[src/rtl/ata_taskfile.sv]
module ata_taskfile #(
  parameter int SECTOR_WORDS = 256,
  parameter int DW = 16,
  parameter logic [7:0] CMD_WRITE = 8'h30,
  localparam int WAW = $clog2(SECTOR_WORDS)
) (
  input  logic           clk,
  input  logic           rst_n,
  input  logic           cs_cmd,
  input  logic           cs_ctl,
  input  logic [2:0]     addr,
  input  logic           rd_stb,
  input  logic           wr_stb,
  input  logic [DW-1:0]  wdata,
  output logic [DW-1:0]  rdata,
  output logic           irq,
  output logic           sec_req,
  input  logic           sec_ack,
  input  logic [WAW-1:0] buf_raddr,
  output logic [DW-1:0]  buf_rdata,
  output logic [27:0]    blk_addr,
  output logic           lba_mode
);

  typedef enum logic [1:0] {S_IDLE, S_XFER, S_COMMIT} phase_t;

  phase_t         phase;
  logic [7:0]     r_err, r_cnt, r_sec, r_cyl_lo, r_cyl_hi, r_dh;
  logic           err_bit, pend, mask_int;
  logic [WAW-1:0] wptr;
  logic [DW-1:0]  sbuf [SECTOR_WORDS];

  logic bsy, drq;
  assign bsy = (phase == S_COMMIT);
  assign drq = (phase == S_XFER);

  logic grp_cmd, grp_ctl;
  assign grp_cmd = cs_cmd & ~cs_ctl;
  assign grp_ctl = cs_ctl & ~cs_cmd;

  logic host_wr, cmd_wr, data_wr, stat_rd, alt_rd, ctl_wr, commit;
  assign host_wr = grp_cmd & wr_stb & ~bsy;
  assign cmd_wr  = host_wr & (addr == 3'd7);
  assign data_wr = host_wr & (addr == 3'd0) & drq;
  assign stat_rd = grp_cmd & rd_stb & (addr == 3'd7);
  assign alt_rd  = grp_ctl & rd_stb & (addr == 3'd6);
  assign ctl_wr  = grp_ctl & wr_stb & (addr == 3'd6);
  assign commit  = bsy & sec_ack;

  logic [7:0] status;
  assign status = {bsy, 1'b1, 2'b00, drq, 2'b00, err_bit};

  logic last_word, is_write, is_last_sec;
  assign last_word   = (wptr == WAW'(SECTOR_WORDS - 1));
  assign is_write    = (wdata[7:0] == CMD_WRITE);
  assign is_last_sec = (r_cnt == 8'd1);

  assign blk_addr = {r_dh[3:0], r_cyl_hi, r_cyl_lo, r_sec};
  assign lba_mode = r_dh[6];
  logic [27:0] blk_next;
  assign blk_next = blk_addr + 28'd1;

  always_ff @(posedge clk or negedge rst_n) begin
    if (!rst_n) begin
      phase    <= S_IDLE;
      r_err    <= 8'h00;
      r_cnt    <= 8'h01;
      r_sec    <= 8'h01;
      r_cyl_lo <= 8'h00;
      r_cyl_hi <= 8'h00;
      r_dh     <= 8'h00;
      err_bit  <= 1'b0;
      pend     <= 1'b0;
      mask_int <= 1'b0;
      wptr     <= '0;
    end else begin
      if (stat_rd) pend <= 1'b0;
      if (ctl_wr) mask_int <= wdata[1];
      if (host_wr) begin
        case (addr)
          3'd2: r_cnt    <= wdata[7:0];
          3'd3: r_sec    <= wdata[7:0];
          3'd4: r_cyl_lo <= wdata[7:0];
          3'd5: r_cyl_hi <= wdata[7:0];
          3'd6: r_dh     <= wdata[7:0];
          default: ;
        endcase
      end
      if (cmd_wr) begin
        wptr <= '0;
        if (is_write) begin
          phase   <= S_XFER;
          err_bit <= 1'b0;
          r_err   <= 8'h00;
          pend    <= 1'b0;
        end else begin
          phase   <= S_IDLE;
          err_bit <= 1'b1;
          r_err   <= 8'h04;
          pend    <= 1'b1;
        end
      end else if (data_wr) begin
        wptr <= wptr + 1'b1;
        if (last_word) phase <= S_COMMIT;
      end else if (commit) begin
        r_cnt <= r_cnt - 8'd1;
        pend  <= 1'b1;
        wptr  <= '0;
        phase <= is_last_sec ? S_IDLE : S_XFER;
        if (r_dh[6]) begin
          r_dh[3:0] <= blk_next[27:24];
          r_cyl_hi  <= blk_next[23:16];
          r_cyl_lo  <= blk_next[15:8];
          r_sec     <= blk_next[7:0];
        end
      end
    end
  end

  always_ff @(posedge clk) begin
    if (data_wr) sbuf[wptr] <= wdata;
  end

  assign buf_rdata = sbuf[buf_raddr];
  assign sec_req   = bsy;
  assign irq       = pend & ~mask_int;

  always_comb begin
    rdata = '0;
    if (grp_cmd) begin
      case (addr)
        3'd1: rdata[7:0] = r_err;
        3'd2: rdata[7:0] = r_cnt;
        3'd3: rdata[7:0] = r_sec;
        3'd4: rdata[7:0] = r_cyl_lo;
        3'd5: rdata[7:0] = r_cyl_hi;
        3'd6: rdata[7:0] = r_dh;
        3'd7: rdata[7:0] = status;
        default: rdata = '0;
      endcase
    end else if (grp_ctl && addr == 3'd6) begin
      rdata[7:0] = status;
    end
  end


  busy_drq_excl_chk: assert property (@(posedge clk) disable iff (!rst_n)
    !(status[7] && status[3]));


  req_only_busy_chk: assert property (@(posedge clk) disable iff (!rst_n)
    sec_req |-> status[7]);


  bit1_zero_chk: assert property (@(posedge clk) disable iff (!rst_n)
    !status[1]);


  alt_keeps_int_chk: assert property (@(posedge clk) disable iff (!rst_n)
    (alt_rd && pend) |=> pend);


  stat_clears_int_chk: assert property (@(posedge clk) disable iff (!rst_n)
    (stat_rd && !wr_stb && !sec_ack) |=> !pend);


  busy_freeze_chk: assert property (@(posedge clk) disable iff (!rst_n)
    (grp_cmd && wr_stb && status[7] && !sec_ack) |=>
      ($stable(blk_addr) && $stable(r_cnt) && $stable(phase)));


  count_step_chk: assert property (@(posedge clk) disable iff (!rst_n)
    (sec_req && sec_ack) |=> (r_cnt == $past(r_cnt) - 8'd1) && pend);

endmodule

[config.mk]
export PLATFORM = sky130hd
export DESIGN_NAME = ata_taskfile
export DESIGN_NICKNAME = d
export VERILOG_FILES = /design/src/rtl/ata_taskfile.sv
export SDC_FILE = /design/constraint.sdc
export NUM_CORES = 2
export LEC_CHECK = 0
export BUFFER_PORTS_ARGS = -buffer_cell sky130_fd_sc_hd__buf_4
export CAP_MARGIN = 10
export CORE_MARGIN = 2
export CORE_UTILIZATION = 63
export CTS_CLUSTER_DIAMETER = 200
export DETAILED_ROUTE_END_ITERATION = 10
export PLACE_DENSITY_LB_ADDON = 0.05
export SYNTH_ARGS = -nofsm -noshare
export SYNTH_HDL_FRONTEND = slang
export SYNTH_SLANG_ARGS = --single-unit
[constraint.sdc]
create_clock -name clk -period 4.4 [get_ports clk]
set_clock_uncertainty 0.05 [all_clocks]
set_input_delay 0.22 -clock clk [delete_from_list [all_inputs] [get_ports clk]]
set_output_delay 0.22 -clock clk [all_outputs]
set_load 0.005 [all_outputs]
* Word level (Yosys, flattened, before mapping)
Memories as Yosys holds them, arrays and structs flattened. Index checks and enable logic that the tools add are counted.
Word-level totals: register bits after elaboration 61, bits in latches 0, bits in writable memories 4096, bits in read-only memories 0, input port bits 34, output and inout port bits 63, word-level logic and storage cells 100, memories kept 1
Cells by class: $add $sub $neg 3, multipliers 0, divide/modulo/power cells 0, $lt $le $gt $ge 0, equality and inequality tests 13, shift operators 0, muxes and demuxes 49, bitwise gates (word level) 17, reduce and logical (&&, ||, !) cells 5
Memory list:
- sbuf | depth 256, width 16, read ports 1, clocked after Yosys merged registers in 0, wr ports 1, RTL line 31 | logic [DW-1:0] sbuf [SECTOR_WORDS];
Operator list (number):
- 8-bit two-way mux | 28
- 8-bit case mux with 7 select lines | 1
- 28-bit by 1-bit adder with 28-bit output, second input constant | 1
- 4-bit two-way mux | 6
- 1-bit bitwise AND | 13
- 3-bit equality test, second input constant | 4
- 1-bit two-way mux | 9
- 8-bit by 1-bit adder with 8-bit output, second input constant | 1
- 8-bit by 1-bit equality test with 1-bit output, second input constant | 1
- 8-bit by 6-bit equality test with 1-bit output, second input constant | 1
- 8-bit equality test, second input constant | 1
- 2-bit two-way mux | 4
- 8-bit by 1-bit subtractor with 8-bit output, second input constant | 1
- 3-bit by 2-bit equality test with 1-bit output, second input constant | 2
- 1-bit NOT | 4
- 2-bit AND reduction | 2
- 3-bit by 1-bit equality test with 1-bit output, second input constant | 1
- 3-bit zero test | 1
- 3-bit two-way mux | 1
- 3-bit by 2-bit != test with 1-bit output, second input constant | 1
- 3-bit nonzero test | 1
- 2-bit by 1-bit equality test with 1-bit output, second input constant | 1
- 2-bit equality test, second input constant | 1
- 1-bit logical AND | 1

* Longest topological paths before layout
word-level depth 9, gate-level depth with buffers 12, depth with buffers taken out 7

* Worst setup path after synthesis
Ideal clock, no wire load.
path type input port to flip-flop, start point input port addr[0], end point memory sbuf[220][0] (enable), setup time 388 ps, data arrival time 2659 ps, data required time 3962 ps, path slack 1303 ps, cell stages on the path 8, buffers on the path 2, cells stage by stage clkbuf_1 inv_1 nand3_1 nor4_1 and2_1 nand3_1 clkbuf_1 nor2_1
Between the ends: cells in the longest elaborated chain, start to end 5
Ends and longest elaborated chain:
- start, declared | RTL line 11 | input logic [2:0] addr,
- 3-bit zero test | RTL line 44 | assign data_wr = host_wr & (addr == 3'd0) & drq;
- 1-bit bitwise AND (2 in series) | RTL line 44
- 1-bit two-way mux | RTL line 121 | if (data_wr) sbuf[wptr] <= wdata;
- 1-bit two-way mux (implied by the code) | RTL line 121
- end, declared | RTL line 31
Every way passes these cells.

* Final worst setup path
start point input port buf_raddr[0], end point output port buf_rdata[15]
Between the ends: cells in the longest elaborated chain, start to end 1
Ends and longest elaborated chain:
- start, declared | RTL line 19 | input logic [WAW-1:0] buf_raddr,
- memory 256 x 16 bit
- end, declared | RTL line 20 | output logic [DW-1:0] buf_rdata,
Every way passes these cells.

==> impl_metrics.env <==
export IMPL_track_usage_pct=32.6
export IMPL_numPortBuffers=88
export IMPL_drv_cap=0
export IMPL_max_freq_mhz=231
export IMPL_die_w_um=511
export IMPL_status="completed"
export IMPL_grt_pass1_vias=80773
export IMPL_cts_path_max_buffers=4
export IMPL_cts_made_buffers=421
export IMPL_cp_cell_sequence="buf_16 > buf_12 > buf_4 > mux2i_1 > o221ai_1 > a21oi_1 > o31ai_1 > o32ai_1 > nor4_2 > buf_4 > buf_4"
export IMPL_dp_hpwl_um=252000
export IMPL_grt_max_degree=177
export IMPL_synth_area_mm2=0.162
export IMPL_clk_latency_ns=0.98
export IMPL_cp_data_required_time_ns=4.13
export IMPL_slew_violations=0
export IMPL_yosys_warnings=0
export IMPL_cp_slowest_cell="o31ai_1"
export IMPL_end_kind="output port"
export IMPL_finalHoldViolCount=0
export IMPL_rsz0062_at_grt="no"
export IMPL_gp_congestion=0.902
export IMPL_cts_post_setup_buffers_inserted=0
export IMPL_crit_top_cell="buf_4"
export IMPL_dr_pass1_iters=8
export IMPL_fillers=14935
export IMPL_ys_seq_area_share_pct=76.9
export IMPL_min_path_type="input port to register"
export IMPL_drtIter0Drc=11554
export IMPL_synth_seq_cells=4149
export IMPL_worst_setup_path_type="input port to output port"
export IMPL_drc=0
export IMPL_root_buffer="clkbuf_16"
export IMPL_crit_arrival_ns=4.07
export IMPL_cts_tree="built"
export IMPL_avgViaCountPerCell=6.92
export IMPL_seq_area_mm2=0.124
export IMPL_synthCells=7651
export IMPL_clk_pin_slew_ns=0.06
export IMPL_clock_sinks=4149
export IMPL_fin_setup_tns_ns=0
export IMPL_htree_num_levels=5
export IMPL_initial_core_util_pct=63.5
export IMPL_postRouteAntennaNets=0
export IMPL_area_growth_pct=13.5
export IMPL_die_h_um=511
export IMPL_ir_drop_v=0.000497
export IMPL_multiInputGateArea_mm2=0.0346
export IMPL_fin_crit_ns=4.34
export IMPL_worstMarginPinSlew_ns=1.35
export IMPL_ys_flop_type="edfxtp_1"
export IMPL_syn_avg_cell_area_um2=21.1
export IMPL_dr_total_vias=83559
export IMPL_core_area_mm2=0.255
export IMPL_slowest_delay_ns=0.68
export IMPL_drt_wl_total_um=423000
export IMPL_grt_pass1_wl_um=597000
export IMPL_grt_overflow=0
export IMPL_place_ws_ns=-0.552
export IMPL_slew_headroom_pct=10.1
export IMPL_synth_async_reset_ratio_pct=1.28
export IMPL_layout_drive_gt1_share_pct=25.9
export IMPL_powerDensity_mw_per_mm2=451
export IMPL_period_share_pct=98.5
export IMPL_wl_per_cell_um=35.1
export IMPL_crit_fanout=30
export IMPL_synth_edf_count=4096
export IMPL_setup_viol=0
export IMPL_core_rowCount=185
export IMPL_io_pin_count=97
export IMPL_cellLeakagePower_uw=0.0595
export IMPL_dieArea_mm2=0.261
export IMPL_nets=8421
export IMPL_synth_cell_types=69
export IMPL_antenna_found_initial=14
export IMPL_fin_ws_ns=0.0647
export IMPL_start_kind="input port"
## repair_timing
item	in CTS	in global routing
cloned	0	1
hold buffers	34	0
gates resized for setup	11	7
setup endpoints to repair	7	3
pin swaps	1	3
hold endpoints to repair	1966	0
## per-stage QoR
stage          hold slack (ns)  instance area, um2  total power, uW  instances  utilization, %
2_1_floorplan           -0.126              162000            46700       7658               -
3_3_place_gp             0.280              170000            48800      11285            66.6
3_5_place_dp             0.283              170000            48900      11288            66.6
4_1_cts                 0.0508              183000            83100      12072            72.0
5_1_grt                 0.0871              183000            84900      12074            72.1
6_report                 0.111              183000            82800      12078            72.1
## critical path: cells and delay by family
| family | cells | cell delay [ns] |
|---|---|---|
| AO/OA/AOI/OAI | 4 | 1.61 |
| multiplexers | 1 | 0.11 |
| buffers and inverters | 5 | 1.25 |
| AND/OR/NAND/NOR | 1 | 0.62 |
## flip-flops by register name, summed over array words and instances, names as in the netlist
signal / count
mask_int: 1
pend: 1
phase: 2
r_cnt: 8
r_cyl_hi: 8
r_cyl_lo: 8
r_dh: 8
r_err: 1
r_sec: 8
sbuf: 4096
wptr: 8
## logic make-up (layout without fill, tap and decap cells)
logic type	after synthesis	in the layout	share of synthesized area [%]
AO/OA/AOI/OAI	843	843	3.75
XOR/XNOR	1	1	0.00542
adder cells (fa/ha/maj)	7	7	0.0542
buffers and inverters	493	1542	1.87
flip-flops	4149	4149	76.9
multiplexers	1433	1433	15.4
other	1	13	0.00232
AND/OR/NAND/NOR	724	724	2.01
## synth_stat cells (all sizes together), types with 3 or more instances
| cell | number | area (um2) |
|---|---|---|
| nand3b | 3 | 22.5 |
| o31ai | 21 | 158 |
| o221ai | 236 | 2070 |
| ha | 7 | 87.6 |
| nand3 | 53 | 265 |
| nor2b | 12 | 75.1 |
| a32oi | 11 | 96.3 |
| and3 | 11 | 68.8 |
| nand2 | 131 | 492 |
| nor3 | 93 | 465 |
| a21oi | 172 | 861 |
| a22oi | 4 | 30.0 |
| a22o | 33 | 289 |
| o32ai | 26 | 228 |
| a211o | 21 | 184 |
| nand2b | 7 | 43.8 |
| inv | 20 | 75.1 |
| o21bai | 4 | 30.0 |
| and2 | 13 | 81.3 |
| and3b | 3 | 26.3 |
| a31oi | 12 | 75.1 |
| o221a | 3 | 33.8 |
| buf | 265 | 2160 |
| o21ai | 70 | 350 |
| a221oi | 23 | 201 |
| clkbuf | 208 | 783 |
| a2bb2oi | 11 | 96.3 |
| mux2 | 51 | 574 |
| a311oi | 25 | 219 |
| or4 | 3 | 22.5 |
| o22ai | 135 | 845 |
| dfrtp | 51 | 1280 |
| edfxtp | 4096 | 123000 |
| and4 | 5 | 43.8 |
| nor4 | 22 | 169 |
| a211oi | 17 | 128 |
| a221o | 3 | 30.0 |
| nor2 | 336 | 1260 |
| mux4 | 840 | 18900 |
| or3 | 4 | 25.0 |
| mux2i | 542 | 5430 |
| o211ai | 4 | 30.0 |
| a2111oi | 3 | 26.3 |
| nand4 | 20 | 125 |
## final timing paths
kind | startpoint | to | slack [ns] | cells past startpoint
worst max-delay path | buf_raddr[0] | buf_rdata[15] | 0.06 | 11
worst min-delay path | wdata[4] | r_cyl_hi[4] | 0.11 | 4
worst max register to register | phase[0] | sbuf[117][3] | 0.72 | 9
worst min register to register | phase[1] | phase[1] | 0.51 | 1
max in group asynchronous | rst_n | wptr[2] | 3.70 | 4
min in group asynchronous | rst_n | r_cnt[0] | 0.27 | 3
## layer usage
metal / part of all wire [%] / track usage [%] / up-vias
met4: 4.2 / 12.3 / 10
met3: 9.8 / 6.02 / 735
li1: - / - / 33791
met5: 0.016 / 0 / -
met2: 47 / 49.8 / 4721
met1: 39 / 47.9 / 44302
## final cells by class
| type | instances | area share, % |
|---|---|---|
| diodes | 5 | 0.00682 |
| clock buffers | 503 | 5.98 |
| clock inverters | 247 | 1.27 |
| inverters | 20 | 0.0491 |
| multi-input cells | 3016 | 18.8 |
| flip-flops and latches | 4149 | 67.8 |
| well taps | 3366 | 2.30 |
| repair buffers | 772 | 3.79 |
## placed cells by master (no fill, tap or decap), drive strengths merged, types with 23 or more instances in the layout
cell,instances
inv,28
bufinv,41
a21oi,172
edfxtp,4096
nand2,131
o32ai,26
clkinv,183
nor2,336
nor3,93
mux4,840
dlygate4sd3,33
o22ai,135
o21ai,70
a221oi,23
a22o,33
o221ai,236
mux2i,542
dfrtp,51
mux2,51
nand3,53
buf,738
clkbuf,504
a311oi,25
## where the power goes
| group | internal, uW | switching (uW) | total [uW] |
|---|---|---|---|
| clock network | 20100 | 14600 | 34700 |
| registers | 43500 | 151 | 43700 |
| logic | 1680 | 2820 | 4500 |
| total | 65300 | 17500 | 82800 |
Note: power is estimated with default switching activity, not from simulation.
